### src/rtl/cvw_pkg.sv
package cvw_pkg;
  typedef enum logic [1:0] {
    PS_IDLE = 2'd0,
    PS_HOLD = 2'd1,
    PS_SUPP = 2'd2
  } port_state_e;
endpackage

### src/rtl/cvw_slot_busy.sv
// Decodes the CPU-cycle slot of the fetch group into the two busy windows.
module cvw_slot_busy #(
  parameter int HC_W     = 9,
  parameter int SLOT_LSB = 1
) (
  input  logic [HC_W-1:0] hcount,
  input  logic            fetch_active,
  output logic            mem_busy,
  output logic            io_busy
);
  localparam int SLOT_MSB = SLOT_LSB + 2;

  logic [2:0] slot;
  assign slot = hcount[SLOT_MSB:SLOT_LSB];

  // memory timing: slots 0..5 busy; IO timing releases two slots early
  assign mem_busy = fetch_active & ~(slot[2] & slot[1]);
  assign io_busy  = fetch_active & ~slot[2];
endmodule

### src/rtl/cvw_port_seq.sv
// Tracks one access to the controller's own port: T2 stall, then suppression.
module cvw_port_seq
  import cvw_pkg::*;
(
  input  logic clk,
  input  logic rst_n,
  input  logic port_sel,
  input  logic iorq_n,
  input  logic io_busy,
  output logic port_wait,
  output logic suppress
);
  port_state_e state_q, state_d;
  logic in_t2;

  always_comb begin
    in_t2     = (state_q == PS_IDLE && port_sel) ||
                (state_q == PS_HOLD && !iorq_n);
    port_wait = in_t2 & io_busy;
    suppress  = (state_q == PS_SUPP) && !iorq_n;
    state_d   = state_q;
    case (state_q)
      PS_IDLE: if (port_sel) state_d = port_wait ? PS_HOLD : PS_SUPP;
      PS_HOLD: if (iorq_n) state_d = PS_IDLE;
               else state_d = port_wait ? PS_HOLD : PS_SUPP;
      PS_SUPP: if (iorq_n) state_d = PS_IDLE;
      default: state_d = PS_IDLE;
    endcase
  end

  always_ff @(negedge clk) begin
    if (!rst_n) state_q <= PS_IDLE;
    else        state_q <= state_d;
  end
endmodule

### src/rtl/contention_wait.sv
module contention_wait #(
  parameter int HC_W        = 9,
  parameter int SLOT_LSB    = 1,
  parameter bit STRETCH_OUT = 1'b1
) (
  input  logic            clk,
  input  logic            rst_n,
  input  logic [HC_W-1:0] hcount,
  input  logic            fetch_active,
  input  logic            addr_a0,
  input  logic            addr_a14,
  input  logic            addr_a15,
  input  logic            mreq_n,
  input  logic            iorq_n,
  output logic            wait_n,
  output logic            stretch_en
);
  logic mem_busy, io_busy;
  logic contended, mem_req, io_req, port_sel;
  logic port_wait, suppress;
  logic wait_d, wait_q;

  cvw_slot_busy #(.HC_W(HC_W), .SLOT_LSB(SLOT_LSB)) u_slot (
    .hcount       (hcount),
    .fetch_active (fetch_active),
    .mem_busy     (mem_busy),
    .io_busy      (io_busy)
  );

  assign contended = addr_a14 & ~addr_a15;
  assign mem_req   = ~mreq_n;
  assign io_req    = ~iorq_n & mreq_n;
  assign port_sel  = io_req & ~addr_a0;

  cvw_port_seq u_port (
    .clk       (clk),
    .rst_n     (rst_n),
    .port_sel  (port_sel),
    .iorq_n    (iorq_n),
    .io_busy   (io_busy),
    .port_wait (port_wait),
    .suppress  (suppress)
  );

  // memory strobe picks memory timing; otherwise IO timing unless suppressed
  assign wait_d = (mem_req & contended & mem_busy) |
                  (io_req & ~suppress & ((contended & io_busy) | port_wait));

  always_ff @(negedge clk) begin
    if (!rst_n) wait_q <= 1'b0;
    else        wait_q <= wait_d;
  end
  assign wait_n = ~wait_q;

  generate
    if (STRETCH_OUT) begin : g_stretch
      logic stretch_q;
      always_ff @(negedge clk) begin
        if (!rst_n) stretch_q <= 1'b0;
        else        stretch_q <= wait_d;
      end
      assign stretch_en = stretch_q;
    end else begin : g_no_stretch
      assign stretch_en = 1'b0;
    end
  endgenerate
endmodule

### config.mk
export PLATFORM = sky130hd
export DESIGN_NAME = contention_wait
export DESIGN_NICKNAME = d
export VERILOG_FILES = /design/src/rtl/cvw_pkg.sv /design/src/rtl/cvw_slot_busy.sv /design/src/rtl/cvw_port_seq.sv /design/src/rtl/contention_wait.sv
export SDC_FILE = /design/constraint.sdc
export NUM_CORES = 1
export LEC_CHECK = 0
export ABC_AREA = 1
export BUFFER_PORTS_ARGS = -buffer_cell sky130_fd_sc_hd__buf_2
export CELL_PAD_IN_SITES_DETAIL_PLACEMENT = 1
export CELL_PAD_IN_SITES_GLOBAL_PLACEMENT = 2
export CORE_MARGIN = 10
export CORE_UTILIZATION = 15
export DETAILED_ROUTE_END_ITERATION = 10
export GPL_ROUTABILITY_DRIVEN = 0
export PLACE_DENSITY_LB_ADDON = 0.1
export SLEW_MARGIN = 20
export SYNTH_ARGS = -nofsm -noshare
export SYNTH_HDL_FRONTEND = slang
export SYNTH_HIERARCHICAL = 1
export SYNTH_SLANG_ARGS = --single-unit
### constraint.sdc
create_clock -name clk -period 1.4 [get_ports clk]
set_clock_uncertainty 0.05 [all_clocks]
set_input_delay 0.07 -clock clk [delete_from_list [all_inputs] [get_ports clk]]
set_output_delay 0.07 -clock clk [all_outputs]
set_load 0.03 [all_outputs]
==> summary.txt <==
Synth
  • Post-Syn Area per Cell: 6.22 sq um
  • Synth Instances: 36
  • Seq cells post-synth: 3
  • Synth Cell Area: 224 sq um
  • Register area share after synthesis: 26.8%
  • Synth warn: 6
  • Netlist cell types: 13
  • Post-Syn Nets: 53

Critical path
  • CP startpoint: wait_q$_SDFF_NN0_
  • Slowest cell on the critical path: dfxtp_2
  • Worst Path Buf+Inv: 2
  • CP endpoint kind: output pin
  • CP arrival: 1.47 ns
  • Worst setup SP type: flop
  • CP peak stage delay: 0.32 ns
  • Critical path required time: 1.28 ns
  • RR Startpoint: u_port/state_q[0]$_SDFFE_NN0P_
  • Setup CP Type: reg -> out
  • Cells along the critical path: inv_2 > buf_6
  • Worst-path fanout max: 2
  • Largest delay share family, worst path: flip-flops

Cells and area
  • Fillers: 177
  • Ant. Diodes: 0
  • Layout Nets: 78
  • P&R area growth vs syn: 89.4%
  • Most frequent cells in the layout: inv_1, buf_2, buf_4
  • Most common cell after layout, fill and taps aside: inv_1
  • Final Cell Area: 424 sq um
  • Share of cells above drive strength 1: 58.3%

Worst hold path
  • Hold Crit Class: reg -> reg
  • HP Start: u_port/state_q[1]$_SDFFE_NN0P_

GRT
  • GRT Overall Usage: 5.50%
  • Largest net degree at the start of global routing: 4
  • Met1 usage: 4.44%
  • Total gr overflow: 0
  • GRT met3 Usage: 2.58%
  • Met2 Track Usage GR: 10.3%
  • Vias in the first global route: 363
  • GR peak layer: met2
  • First-pass GRT wire length: 1.44 mm
  • Initial antenna violation count: 0

Place
  • Port-buffer cells: 11
  • Area post-placement: 355 sq um
  • Post-Place Worst Slack: -0.413 ns
  • Dpl hpwl: 730 microns

Power and ir drop
  • Comb pwr share: 20.0%
  • Internal power: 235 uW
  • NetSw: 94.2 uW
  • Max VDD drop: 0.306 mV
  • Cell Pwr Density: 777 nW/um^2
  • Static leakage: 0.240 nW
  • Net Sw Frac: 28.6%
  • Sequential Power Share: 27.5%
  • Clock power share: 52.5%

Clock network
  • Num CTS Buffers: 3
  • Clock sink total: 3
  • Worst-path clk slew: 0.03 ns
  • TritonCTS clock tree: built
  • Clock Path Buffers: 2
  • Clk root buf: clkbuf_4
  • Worst-Skew Late Latency: 0.29 ns
  • H-tree depth: 1

Floorplan
  • Floorplan core area: 1350 sq um
  • Horiz. Die Dim: 58.6 microns
  • Io pins: 19
  • Starting Density: 16.6%
  • Row count: 13
  • Die ar.: 3440 sq um
  • Die extent in y: 58.6 microns

STA
  • Hold WS: 0.566 ns
  • Max Slew Vio Count: 0
  • Worst Slack Setup Final: -0.195 ns
  • Finish-stage setup viols: 3
  • Final TNS setup: -0.471 ns
  • RSZ-0062 raised after global routing: yes
  • Slew margin rel.: 80.5%
  • Fin. Hold Viols: 0
  • Worst Tran Pin Value: 0.291 ns

Drt
  • DRT antenna net count: 0
  • 1st-pass router iterations: 2
  • Final WL: 851 microns
  • First DRT Iteration DRCs: 2
  • DRC: 0
  • Vias/cell: 3.92
  • DR WL/cell: 11.3 microns
  • DR vias: 294

Status
  • Outcome: complete, but fails checks
  • Failing checks: negative setup slack

Job
  • Max-Cap Viols: 0
-- sequential cells by signal (all words and copies together) (netlist names) --
signal	count
wait_q	1
u_port/state_q	2
-- synth_stat cells, drive strengths merged --
cell / count / share of area, %
a21oi: 4 / 14
nand3: 3 / 8.9
nor3: 2 / 6.7
nor2: 2 / 4.5
nand2: 4 / 6.7
inv: 16 / 27
dfxtp: 3 / 27
nand4: 2 / 5.6
-- tightest hold or removal path: stages (launching register included) --
cell     delay (ns)
dfxtp_1        0.37
inv_1          0.05
nand4_1        0.09
a21oi_1        0.06
-- worst paths after layout --
check | endpoint | slack [ns] | cells after the start
max | wait_n | -0.19 | 2
min | u_port/state_q[1]$_SDFFE_NN0P_ | 0.57 | 3
max reg2reg | wait_q$_SDFF_NN0_ | 0.29 | 8
min reg2reg | u_port/state_q[1]$_SDFFE_NN0P_ | 0.57 | 3
-- power by group through the flow --
| stage | clock [mW] | combinational, mW | sequential [mW] |
|---|---|---|---|
| 2_1_floorplan | 0.0224 | 0.0229 | 0.0922 |
| 3_3_place_gp | 0.0224 | 0.0550 | 0.0911 |
| 3_5_place_dp | 0.0224 | 0.0580 | 0.0913 |
| 4_1_cts | 0.181 | 0.0650 | 0.0905 |
| 5_1_grt | 0.196 | 0.0734 | 0.0907 |
| 6_report | 0.173 | 0.0658 | 0.0906 |
-- cell families (layout without fill, tap and decap cells) --
group,Yosys count,count (layout),synth area share [%]
flops,3,3,26.8
simple gates,13,13,32.4
buf+inv,16,40,26.8
compound gates,4,4,14.0
-- metal layers --
| metal | wire [microns] | vias up |
|---|---|---|
| met5 | 0 | - |
| met4 | 0 | 0 |
| met3 | 16 | 0 |
| met2 | 508 | 5 |
| met1 | 326 | 135 |
| li1 | - | 154 |
-- final cells by class --
class | count | area [sq um] | area share [%]
inverters | 14 | 60.1 | 14.2
repair buffers | 19 | 138 | 32.4
flip-flops and latches | 3 | 61.3 | 14.5
well taps | 15 | 18.8 | 4.42
multi-input cells | 17 | 109 | 25.7
clock inverters | 4 | 15.0 | 3.54
clock buffers | 3 | 22.5 | 5.31
-- timing repair --
action	in CTS	in global routing
setup buffers	1	1
hold endpoints to repair	0	0
hold buffers	0	0
setup endpoints to repair	4	4
pin swaps	3	1
gates cloned	0	0
gates resized for setup	9	1
-- metrics by stage --
| stage | power, mW | cells | util (%) |
|---|---|---|---|
| after floorplan | 0.137 | 36 | - |
| after global placement | 0.169 | 68 | 26.3 |
| after detailed placement | 0.172 | 68 | 26.3 |
| after CTS | 0.336 | 74 | 30.6 |
| after global routing | 0.360 | 75 | 31.4 |
| final | 0.329 | 75 | 31.4 |
(Power assumes the default switching activity.)
